### config.mk
export PLATFORM = sky130hd
export DESIGN_NAME = fdcXferEngine
export DESIGN_NICKNAME = d
export VERILOG_FILES = /design/src/rtl/fdcXferPkg.sv /design/src/rtl/fdcXferFifo.sv /design/src/rtl/fdcXferDatapath.sv /design/src/rtl/fdcXferControl.sv /design/src/rtl/fdcXferEngine.sv
export SDC_FILE = /design/constraint.sdc
export NUM_CORES = 1
export LEC_CHECK = 0
export BUFFER_PORTS_ARGS = -buffer_cell sky130_fd_sc_hd__buf_2
export CORE_MARGIN = 5
export CORE_UTILIZATION = 55
export CTS_CLUSTER_SIZE = 25
export DETAILED_ROUTE_END_ITERATION = 10
export PLACE_DENSITY = 0.74
export REMOVE_ABC_BUFFERS = 1
export SETUP_SLACK_MARGIN = 0.02
export SYNTH_ARGS = -nofsm -noshare
export SYNTH_HDL_FRONTEND = slang
export SYNTH_SLANG_ARGS = --single-unit
### constraint.sdc
create_clock -name clk -period 4.2 [get_ports clk]
set_input_delay 0.21 -clock clk [delete_from_list [all_inputs] [get_ports clk]]
set_output_delay 0.21 -clock clk [all_outputs]
set_load 0.03 [all_outputs]
### src/rtl/fdcXferPkg.sv
package fdcXferPkg;

  typedef enum logic [1:0] {
    SEL_FIFO   = 2'd0,
    SEL_ZERO   = 2'd1,
    SEL_CRC_HI = 2'd2,
    SEL_CRC_LO = 2'd3
  } outSel_e;

  typedef enum logic [1:0] {
    PH_IDLE   = 2'd0,
    PH_EXEC   = 2'd1,
    PH_RESULT = 2'd2
  } phase_e;

  typedef struct packed {
    logic    flush;
    logic    push;
    logic    pushFromSer;
    logic    pop;
    logic    readOut;
    logic    crcInit;
    logic    crcUpdate;
    outSel_e outSel;
  } dpStrobes_t;

  function automatic logic [15:0] crcStep(input logic [15:0] crcIn, input logic [7:0] dataIn);
    logic [15:0] acc;
    logic fb;
    acc = crcIn;
    for (int i = 7; i >= 0; i--) begin
      fb  = acc[15] ^ dataIn[i];
      acc = {acc[14:0], 1'b0};
      if (fb) acc = acc ^ 16'h1021;
    end
    return acc;
  endfunction

endpackage

### src/rtl/fdcXferFifo.sv
module fdcXferFifo #(
  parameter int DEPTH = 16,
  parameter int W     = 8,
  localparam int AW   = $clog2(DEPTH),
  localparam int CW   = $clog2(DEPTH + 1)
) (
  input  logic          clk,
  input  logic          rstN,
  input  logic          flush,
  input  logic          push,
  input  logic          pop,
  input  logic [W-1:0]  wData,
  output logic [W-1:0]  rData,
  output logic [CW-1:0] count
);

  logic [W-1:0]  mem [DEPTH];
  logic [AW-1:0] wrPtr, rdPtr;
  logic          doPush, doPop;

  assign doPush = push && (count != CW'(DEPTH));
  assign doPop  = pop && (count != '0);
  assign rData  = mem[rdPtr];

  function automatic logic [AW-1:0] nextPtr(input logic [AW-1:0] p);
    return (p == AW'(DEPTH - 1)) ? '0 : p + AW'(1);
  endfunction

  always_ff @(posedge clk or negedge rstN) begin
    if (!rstN) begin
      wrPtr <= '0;
      rdPtr <= '0;
      count <= '0;
    end else if (flush) begin
      wrPtr <= '0;
      rdPtr <= '0;
      count <= '0;
    end else begin
      if (doPush) wrPtr <= nextPtr(wrPtr);
      if (doPop)  rdPtr <= nextPtr(rdPtr);
      case ({doPush, doPop})
        2'b10:   count <= count + CW'(1);
        2'b01:   count <= count - CW'(1);
        default: count <= count;
      endcase
    end
  end

  always_ff @(posedge clk) begin
    if (doPush && !flush) mem[wrPtr] <= wData;
  end

endmodule

### src/rtl/fdcXferDatapath.sv
module fdcXferDatapath
  import fdcXferPkg::*;
#(
  parameter int DEPTH = 16,
  localparam int CW   = $clog2(DEPTH + 1)
) (
  input  logic          clk,
  input  logic          rstN,
  input  dpStrobes_t    strb,
  input  logic [7:0]    hostWData,
  input  logic [7:0]    serInData,
  output logic [7:0]    hostRData,
  output logic [7:0]    serData,
  output logic [CW-1:0] fifoCount
);

  logic [7:0]  headByte;
  logic [7:0]  pushByte;
  logic [15:0] crcReg;

  assign pushByte = strb.pushFromSer ? serInData : hostWData;

  fdcXferFifo #(.DEPTH(DEPTH), .W(8)) uFifo (
    .clk   (clk),
    .rstN  (rstN),
    .flush (strb.flush),
    .push  (strb.push),
    .pop   (strb.pop),
    .wData (pushByte),
    .rData (headByte),
    .count (fifoCount)
  );

  always_comb begin
    case (strb.outSel)
      SEL_FIFO:   serData = headByte;
      SEL_ZERO:   serData = 8'h00;
      SEL_CRC_HI: serData = crcReg[15:8];
      default:    serData = crcReg[7:0];
    endcase
  end

  assign hostRData = strb.readOut ? headByte : 8'h00;

  always_ff @(posedge clk or negedge rstN) begin
    if (!rstN)               crcReg <= 16'hFFFF;
    else if (strb.crcInit)   crcReg <= 16'hFFFF;
    else if (strb.crcUpdate) crcReg <= crcStep(crcReg, serData);
  end

endmodule

### src/rtl/fdcXferControl.sv
module fdcXferControl
  import fdcXferPkg::*;
#(
  parameter int DEPTH        = 16,
  parameter int SECTOR_BYTES = 8,
  parameter int DATA_ADDR    = 5,
  localparam int CW          = $clog2(DEPTH + 1),
  localparam int BW          = $clog2(SECTOR_BYTES + 2),
  localparam int TW          = $clog2(15 * SECTOR_BYTES + 1)
) (
  input  logic          clk,
  input  logic          rstN,
  input  logic          cmdStart,
  input  logic          cmdRead,
  input  logic [3:0]    cmdSectors,
  input  logic          cfgDma,
  input  logic          cfgFifoOn,
  input  logic          cfgVerify,
  input  logic [CW-1:0] cfgThresh,
  input  logic          hostCs,
  input  logic [2:0]    hostAddr,
  input  logic          hostRd,
  input  logic          hostWr,
  input  logic          dack,
  input  logic          serTake,
  input  logic          serPut,
  input  logic [CW-1:0] fifoCount,
  output dpStrobes_t    strb,
  output logic          rqm,
  output logic          dio,
  output logic          drq,
  output logic          execActive,
  output logic          resultPhase,
  output logic          overrun,
  output logic          underrun
);

  phase_e        phase;
  logic          isRead, dmaOn, fifoOn, verOn;
  logic [CW-1:0] thrReg;
  logic [TW-1:0] hostRemain, serRemain;
  logic [BW-1:0] byteIdx;
  logic [3:0]    sectorsLeft;

  logic          exec, aborted, empty, full, verifyPath, pioSel;
  logic [CW-1:0] effDepth, effThr, freeSpace;
  logic [31:0]   needBytes;
  logic          inData, atCrcHi, atCrcLo;
  logic          hostWrAcc, readAcc, serTakeAcc, serPopAcc, underSet;
  logic          serPutTry, serPutAcc, overSet, readDone;
  logic          rqmWr, rqmRd;

  assign exec       = (phase == PH_EXEC);
  assign aborted    = overrun | underrun;
  assign effDepth   = fifoOn ? CW'(DEPTH) : CW'(1);
  assign effThr     = !fifoOn ? CW'(1) : ((thrReg == '0) ? CW'(1) : thrReg);
  assign empty      = (fifoCount == '0);
  assign full       = (fifoCount >= effDepth);
  assign freeSpace  = effDepth - fifoCount;
  assign verifyPath = verOn & ~fifoOn;
  assign pioSel     = hostCs && (hostAddr == 3'(DATA_ADDR));

  assign needBytes  = (32'(hostRemain) < 32'(effThr)) ? 32'(hostRemain) : 32'(effThr);

  assign inData     = (byteIdx < BW'(SECTOR_BYTES));
  assign atCrcHi    = (byteIdx == BW'(SECTOR_BYTES));
  assign atCrcLo    = (byteIdx == BW'(SECTOR_BYTES + 1));

  assign rqmWr      = exec & ~isRead & ~aborted & (hostRemain != '0) & ~full;
  assign rqmRd      = exec & isRead & ~empty;
  assign rqm        = rqmWr | rqmRd;
  assign dio        = exec & isRead;
  assign execActive = exec;
  assign resultPhase = (phase == PH_RESULT);

  assign hostWrAcc  = rqmWr & hostWr & (dack | pioSel);
  assign readAcc    = rqmRd & (verifyPath ? dack : (hostRd & (dack | pioSel)));

  assign serTakeAcc = serTake & exec & ~isRead;
  assign serPopAcc  = serTakeAcc & inData & ~aborted & ~empty;
  assign underSet   = serTakeAcc & inData & ~aborted & empty;

  assign serPutTry  = serPut & exec & isRead & ~aborted & (serRemain != '0);
  assign serPutAcc  = serPutTry & ~full;
  assign overSet    = serPutTry & full;

  assign readDone   = exec & isRead & ((serRemain == '0) | aborted) & empty;

  always_comb begin
    if (!exec || isRead) drq = 1'b0;
    else                 drq = dmaOn & rqmWr & (32'(freeSpace) >= needBytes);
    if (exec && isRead && dmaOn && !empty)
      drq = aborted | (32'(fifoCount) >= needBytes);
  end

  always_comb begin
    strb = '0;
    if (inData)       strb.outSel = (aborted || empty) ? SEL_ZERO : SEL_FIFO;
    else if (atCrcHi) strb.outSel = SEL_CRC_HI;
    else              strb.outSel = SEL_CRC_LO;
    if (cmdStart) begin
      strb.flush   = 1'b1;
      strb.crcInit = 1'b1;
    end else begin
      strb.push        = hostWrAcc | serPutAcc;
      strb.pushFromSer = serPutAcc;
      strb.pop         = readAcc | serPopAcc;
      strb.readOut     = readAcc & ~verifyPath;
      strb.crcUpdate   = serTakeAcc & inData;
      strb.crcInit     = serTakeAcc & atCrcLo;
    end
  end

  always_ff @(posedge clk or negedge rstN) begin
    if (!rstN) begin
      phase       <= PH_IDLE;
      isRead      <= 1'b0;
      dmaOn       <= 1'b0;
      fifoOn      <= 1'b1;
      verOn       <= 1'b0;
      thrReg      <= '0;
      hostRemain  <= '0;
      serRemain   <= '0;
      byteIdx     <= '0;
      sectorsLeft <= '0;
      overrun     <= 1'b0;
      underrun    <= 1'b0;
    end else if (cmdStart) begin
      phase       <= PH_EXEC;
      isRead      <= cmdRead;
      dmaOn       <= cfgDma;
      fifoOn      <= cfgFifoOn;
      verOn       <= cfgVerify;
      thrReg      <= cfgThresh;
      hostRemain  <= TW'(cmdSectors) * TW'(SECTOR_BYTES);
      serRemain   <= TW'(cmdSectors) * TW'(SECTOR_BYTES);
      byteIdx     <= '0;
      sectorsLeft <= cmdSectors;
      overrun     <= 1'b0;
      underrun    <= 1'b0;
    end else begin
      if (hostWrAcc || readAcc) hostRemain <= hostRemain - TW'(1);
      if (serPutAcc)            serRemain  <= serRemain - TW'(1);
      if (overSet)              overrun    <= 1'b1;
      if (underSet)             underrun   <= 1'b1;
      if (readDone)             phase      <= PH_RESULT;
      if (serTakeAcc) begin
        if (atCrcLo) begin
          byteIdx     <= '0;
          sectorsLeft <= sectorsLeft - 4'd1;
          if (aborted || sectorsLeft <= 4'd1) phase <= PH_RESULT;
        end else begin
          byteIdx <= byteIdx + BW'(1);
        end
      end
    end
  end

endmodule

### src/rtl/fdcXferEngine.sv
module fdcXferEngine
  import fdcXferPkg::*;
#(
  parameter int DEPTH        = 16,
  parameter int SECTOR_BYTES = 8,
  parameter int DATA_ADDR    = 5,
  localparam int CW          = $clog2(DEPTH + 1)
) (
  input  logic          clk,
  input  logic          rstN,
  input  logic          cmdStart,
  input  logic          cmdRead,
  input  logic [3:0]    cmdSectors,
  input  logic          cfgDma,
  input  logic          cfgFifoOn,
  input  logic          cfgVerify,
  input  logic [CW-1:0] cfgThresh,
  input  logic          hostCs,
  input  logic [2:0]    hostAddr,
  input  logic          hostRd,
  input  logic          hostWr,
  input  logic          dack,
  input  logic [7:0]    hostWData,
  output logic [7:0]    hostRData,
  output logic          rqm,
  output logic          dio,
  output logic          drq,
  input  logic          serTake,
  output logic [7:0]    serData,
  input  logic          serPut,
  input  logic [7:0]    serInData,
  output logic          execActive,
  output logic          resultPhase,
  output logic          overrun,
  output logic          underrun
);

  dpStrobes_t    strb;
  logic [CW-1:0] fifoCount;

  fdcXferControl #(
    .DEPTH(DEPTH), .SECTOR_BYTES(SECTOR_BYTES), .DATA_ADDR(DATA_ADDR)
  ) uCtrl (
    .clk(clk), .rstN(rstN),
    .cmdStart(cmdStart), .cmdRead(cmdRead), .cmdSectors(cmdSectors),
    .cfgDma(cfgDma), .cfgFifoOn(cfgFifoOn), .cfgVerify(cfgVerify), .cfgThresh(cfgThresh),
    .hostCs(hostCs), .hostAddr(hostAddr), .hostRd(hostRd), .hostWr(hostWr), .dack(dack),
    .serTake(serTake), .serPut(serPut), .fifoCount(fifoCount),
    .strb(strb), .rqm(rqm), .dio(dio), .drq(drq),
    .execActive(execActive), .resultPhase(resultPhase),
    .overrun(overrun), .underrun(underrun)
  );

  fdcXferDatapath #(.DEPTH(DEPTH)) uDp (
    .clk(clk), .rstN(rstN), .strb(strb),
    .hostWData(hostWData), .serInData(serInData),
    .hostRData(hostRData), .serData(serData), .fifoCount(fifoCount)
  );

endmodule

==> run_results.csv <==
group,metric,value,unit
pwr,power_density,589,nW/um2
drt,drt_iter0_drc,493,
flow_run,cap_violations,0,
drt,ant_nets,0,
yosys,ys_ff_latch,192,
die,dieArea,20000,um2
drt,wl,20.6,mm
setup_path,startpoint_type,"flop",
drt,via_per_inst,5.98,
pwr,vdd_ir_drop_max,0.383,mV
timing,skew,0.0109,ns
timing,setup_violations,0,
cts,cts.sinks,192,
timing,finalHoldViolations,0,
cts,cts_tree,"done",
grt,grt_max_degree,41,
yosys,synth_cell_type_count,71,
setup_path,critPathLaunch,"uCtrl.thrReg[3]$_DFFE_PN0P_",
drt,vias,6195,
status,status,"finished, final reports clean",
cts,cts_buffers,17,
place,place_ws,0.532,ns
place,dp_cells,993,
place,io_buffers,63,
drt,wl_per_cell,19.9,um
yosys,syn_area,9520,um2
setup_path,crit_chain,"or4_1, a31o_1, a21o_1, a2111oi_4, buf_4, o21ai_1, o31a_1, ha_1, or4_4, o31ai_2, o21ai_0, buf_2",
grt,grt_pass1_wl,33.1,mm
grt,track_usage,21.3,%
yosys,yosys_most_used_dff,"edfxtp_1",
worst_hold_path,hp-start,"cfgThresh[1]",
worst_hold_path,worstHoldPathType,"in -> reg",
cts,clockRootBuffer,"clkbuf_16",
timing,relSlewSlack,37.8,%
grt,antenna_found_initial,0,
die,core_area,17100,um2
cells_and_area,fin_util,63.1,%
cts,clk_path_buf_depth,2,
timing,slew_violations,0,
timing,fmax,0.249,GHz
die,start_util,55.6,%
setup_path,path_class,"reg -> out",
worst_hold_path,min_to,"uCtrl.thrReg[1]$_DFFE_PN0P_",
yosys,syn_avg_cell_area,13.2,um2
cts,clock_latency,0.43,ns
setup_path,cp_slowest_stage_delay,0.57,ns
place,gp_congestion,0.864,
timing,final.setup.worst_slack,0.180,ns
setup_path,cp_max_fo,5,
cells_and_area,final_cells,1036,
setup_path,reg2reg_depth,13,
worst_hold_path,hold_depth,2,
cells_and_area,antenna_cells,0,
setup_path,reg2reg_from,"uDp.uFifo.count[3]$_DFFE_PN0P_",
grt,grt_overflow,0,
cells_and_area,nets,869,
setup_path,endpoint_kind,"output port",
setup_path,r2r-end,"uDp.uFifo.count[4]$_DFFE_PN0P_",
yosys,synth-async-reset-ratio,33.3,%
setup_path,slowest_stage,"or4_1",
yosys,synthCells,723,
setup_path,worstPathArrival,3.81,ns
cts,path_clk_slew,0.08,ns
yosys,synth-edff-count,128,
timing,worst_pin_slew,0.933,ns
timing,fin_tns_setup,0,ns
grt,grt_pass1_vias,6226,
die,fp.dieH,142,um
timing,fin_crit_sh,95.7,%
cts,h-tree-depth,4,
die,ioPinCount,64,
pwr,leakagePower,3.99,nW
yosys,yosysSeqAreaShare,57.4,%
place,hpwl,14.3,mm
cells_and_area,drive_gt1_share,24.5,%
die,row_count,48,
drt,drtPass1Iterations,7,
setup_path,r2r_slack,0.57,ns
yosys,ys_warn_count,0,
die,die_w,142,um
timing,fin_crit,4.02,ns
cells_and_area,areaGrowthSynthToFinish,13.5,%
setup_path,crit_required,3.99,ns
drt,drc,0,
timing,grt_setup_unrepaired,"no",
-- cell families (layout without fill, tap and decap cells) --
group / count (synthesis) / count (layout) / synth area share (%)
and+or+nand+nor: 204 / 204 / 10.4
muxes: 69 / 69 / 12.1
xor gates and xnor gates: 48 / 48 / 4.73
buffers and inverters: 56 / 144 / 2.66
adders and majority gates: 30 / 30 / 4.02
DFF: 192 / 192 / 57.4
AOI/OAI and AO/OA: 124 / 124 / 8.61
-- how the worst max path moves through the flow --
stage / endpoint / slack, ns / cells past startpoint
floorplan: uDp.uFifo.count[4]$_DFFE_PN0P_ / 0.15 / 14
global placement: drq / 0.64 / 11
detailed placement: drq / 0.53 / 12
CTS: drq / 0.06 / 12
global route: drq / 0.01 / 12
finish: drq / 0.18 / 12
-- synthesized netlist by cell type (3+ instances only) --
library cell,n,area [um2]
edfxtp_1,128,3840
nor2_1,73,274
dfrtp_1,47,1180
a21oi_1,35,175
nand2_1,33,124
o21ai_0,31,155
ha_1,29,363
mux2_2,27,304
xnor2_1,23,201
inv_1,22,82.6
mux4_2,21,473
xor2_1,21,184
clkbuf_1,20,75.1
nor3_1,19,95.1
nand3_1,18,90.1
dfstp_2,17,447
nand2b_1,14,87.6
nor2b_1,14,87.6
mux2i_1,10,100
mux4_1,10,263
a22oi_1,8,60.1
or4_1,7,52.6
buf_2,6,30.0
o22a_1,6,52.6
a21o_1,5,37.5
a31oi_1,5,31.3
and3_1,5,31.3
o2111ai_1,4,35.0
o21a_1,4,30.0
o31ai_1,4,30.0
a211oi_1,3,22.5
nor4_1,3,18.8
-- metrics by stage --
step	instance area (um2)	power, W	hold slack, ns
floorplan	9350	0.00414	-0.0856
global placement	10100	0.00463	0.374
detailed placement	10100	0.00473	0.392
CTS	10700	0.00636	0.00571
global route	10800	0.00671	0.00568
finish	10800	0.00636	0.0203
-- flip-flops by register name (all words and copies together), names as in the netlist, 5 cells and up --
name / flops
uCtrl.hostRemain: 7
uDp.crcReg: 16
uDp.uFifo.count: 5
uCtrl.serRemain: 7
uDp.uFifo.mem: 128
uCtrl.thrReg: 5
-- where the power goes --
part	switching, W	internal (W)
Sequential	0.000235	0.00223
Combinational	0.00126	0.00100
Clock	0.000813	0.000813
-- critical path, delay by kind of cell (launching register included) --
kind / cells / cell delay, ns
AOI/OAI and AO/OA: 7 / 1.26
and+or+nand+nor: 2 / 1.13
DFF: 1 / 0.40
buffers and inverters: 2 / 0.37
adders and majority gates: 1 / 0.21
-- area by class of cell --
cell class	instances	area, um2
Clock buffer	17	425
Clock inverter	15	173
Fill cell	1246	6320
Inverter	23	86.3
Multi-Input combinational cell	475	3820
Sequential cell	192	5470
Tap cell	225	282
Timing Repair Buffer	89	543
-- cells in the final DEF, fill, tap and decap left out, types with 3 or more instances in the layout --
| cell type | n |
|---|---|
| ha_1 | 29 |
| buf_4 | 17 |
| nor2_1 | 72 |
| or4_1 | 6 |
| dfrtp_1 | 46 |
| mux4_1 | 10 |
| mux2i_1 | 10 |
| o31ai_1 | 3 |
| clkbuf_16 | 17 |
| o2111ai_1 | 4 |
| inv_8 | 7 |
| dlygate4sd3_1 | 8 |
| a21o_1 | 5 |
| o21a_1 | 4 |
| and3_1 | 5 |
| a21oi_1 | 35 |
| a211oi_1 | 3 |
| mux4_2 | 21 |
| nand2b_1 | 14 |
| xor2_1 | 21 |
| buf_2 | 63 |
| nor4_1 | 3 |
| nand2_1 | 33 |
| mux2_2 | 27 |
| o22a_1 | 6 |
| dfstp_2 | 17 |
| inv_1 | 22 |
| xnor2_1 | 23 |
| a22oi_1 | 8 |
| o21ai_0 | 30 |
| a31oi_1 | 5 |
| edfxtp_1 | 128 |
| nor3_1 | 19 |
| nor2b_1 | 14 |
| nand3_1 | 18 |
-- per-layer routing --
metal | global-route usage [%] | share of wire, % | vias to the layer above
met4 | 7.12 | 2.8 | 0
li1 | - | - | 2849
met1 | 27.7 | 42 | 3131
met5 | 0 | 0 | -
met2 | 35.6 | 51 | 177
met3 | 4.89 | 5.0 | 38
-- what timing repair did --
action	CTS	global route
resized for setup	0	6
endpoints found under the hold margin	37	0
hold buffers	8	0
setup endpoints to repair	0	1
buffers inserted	0	3
Power figures use the tool's default switching activity.
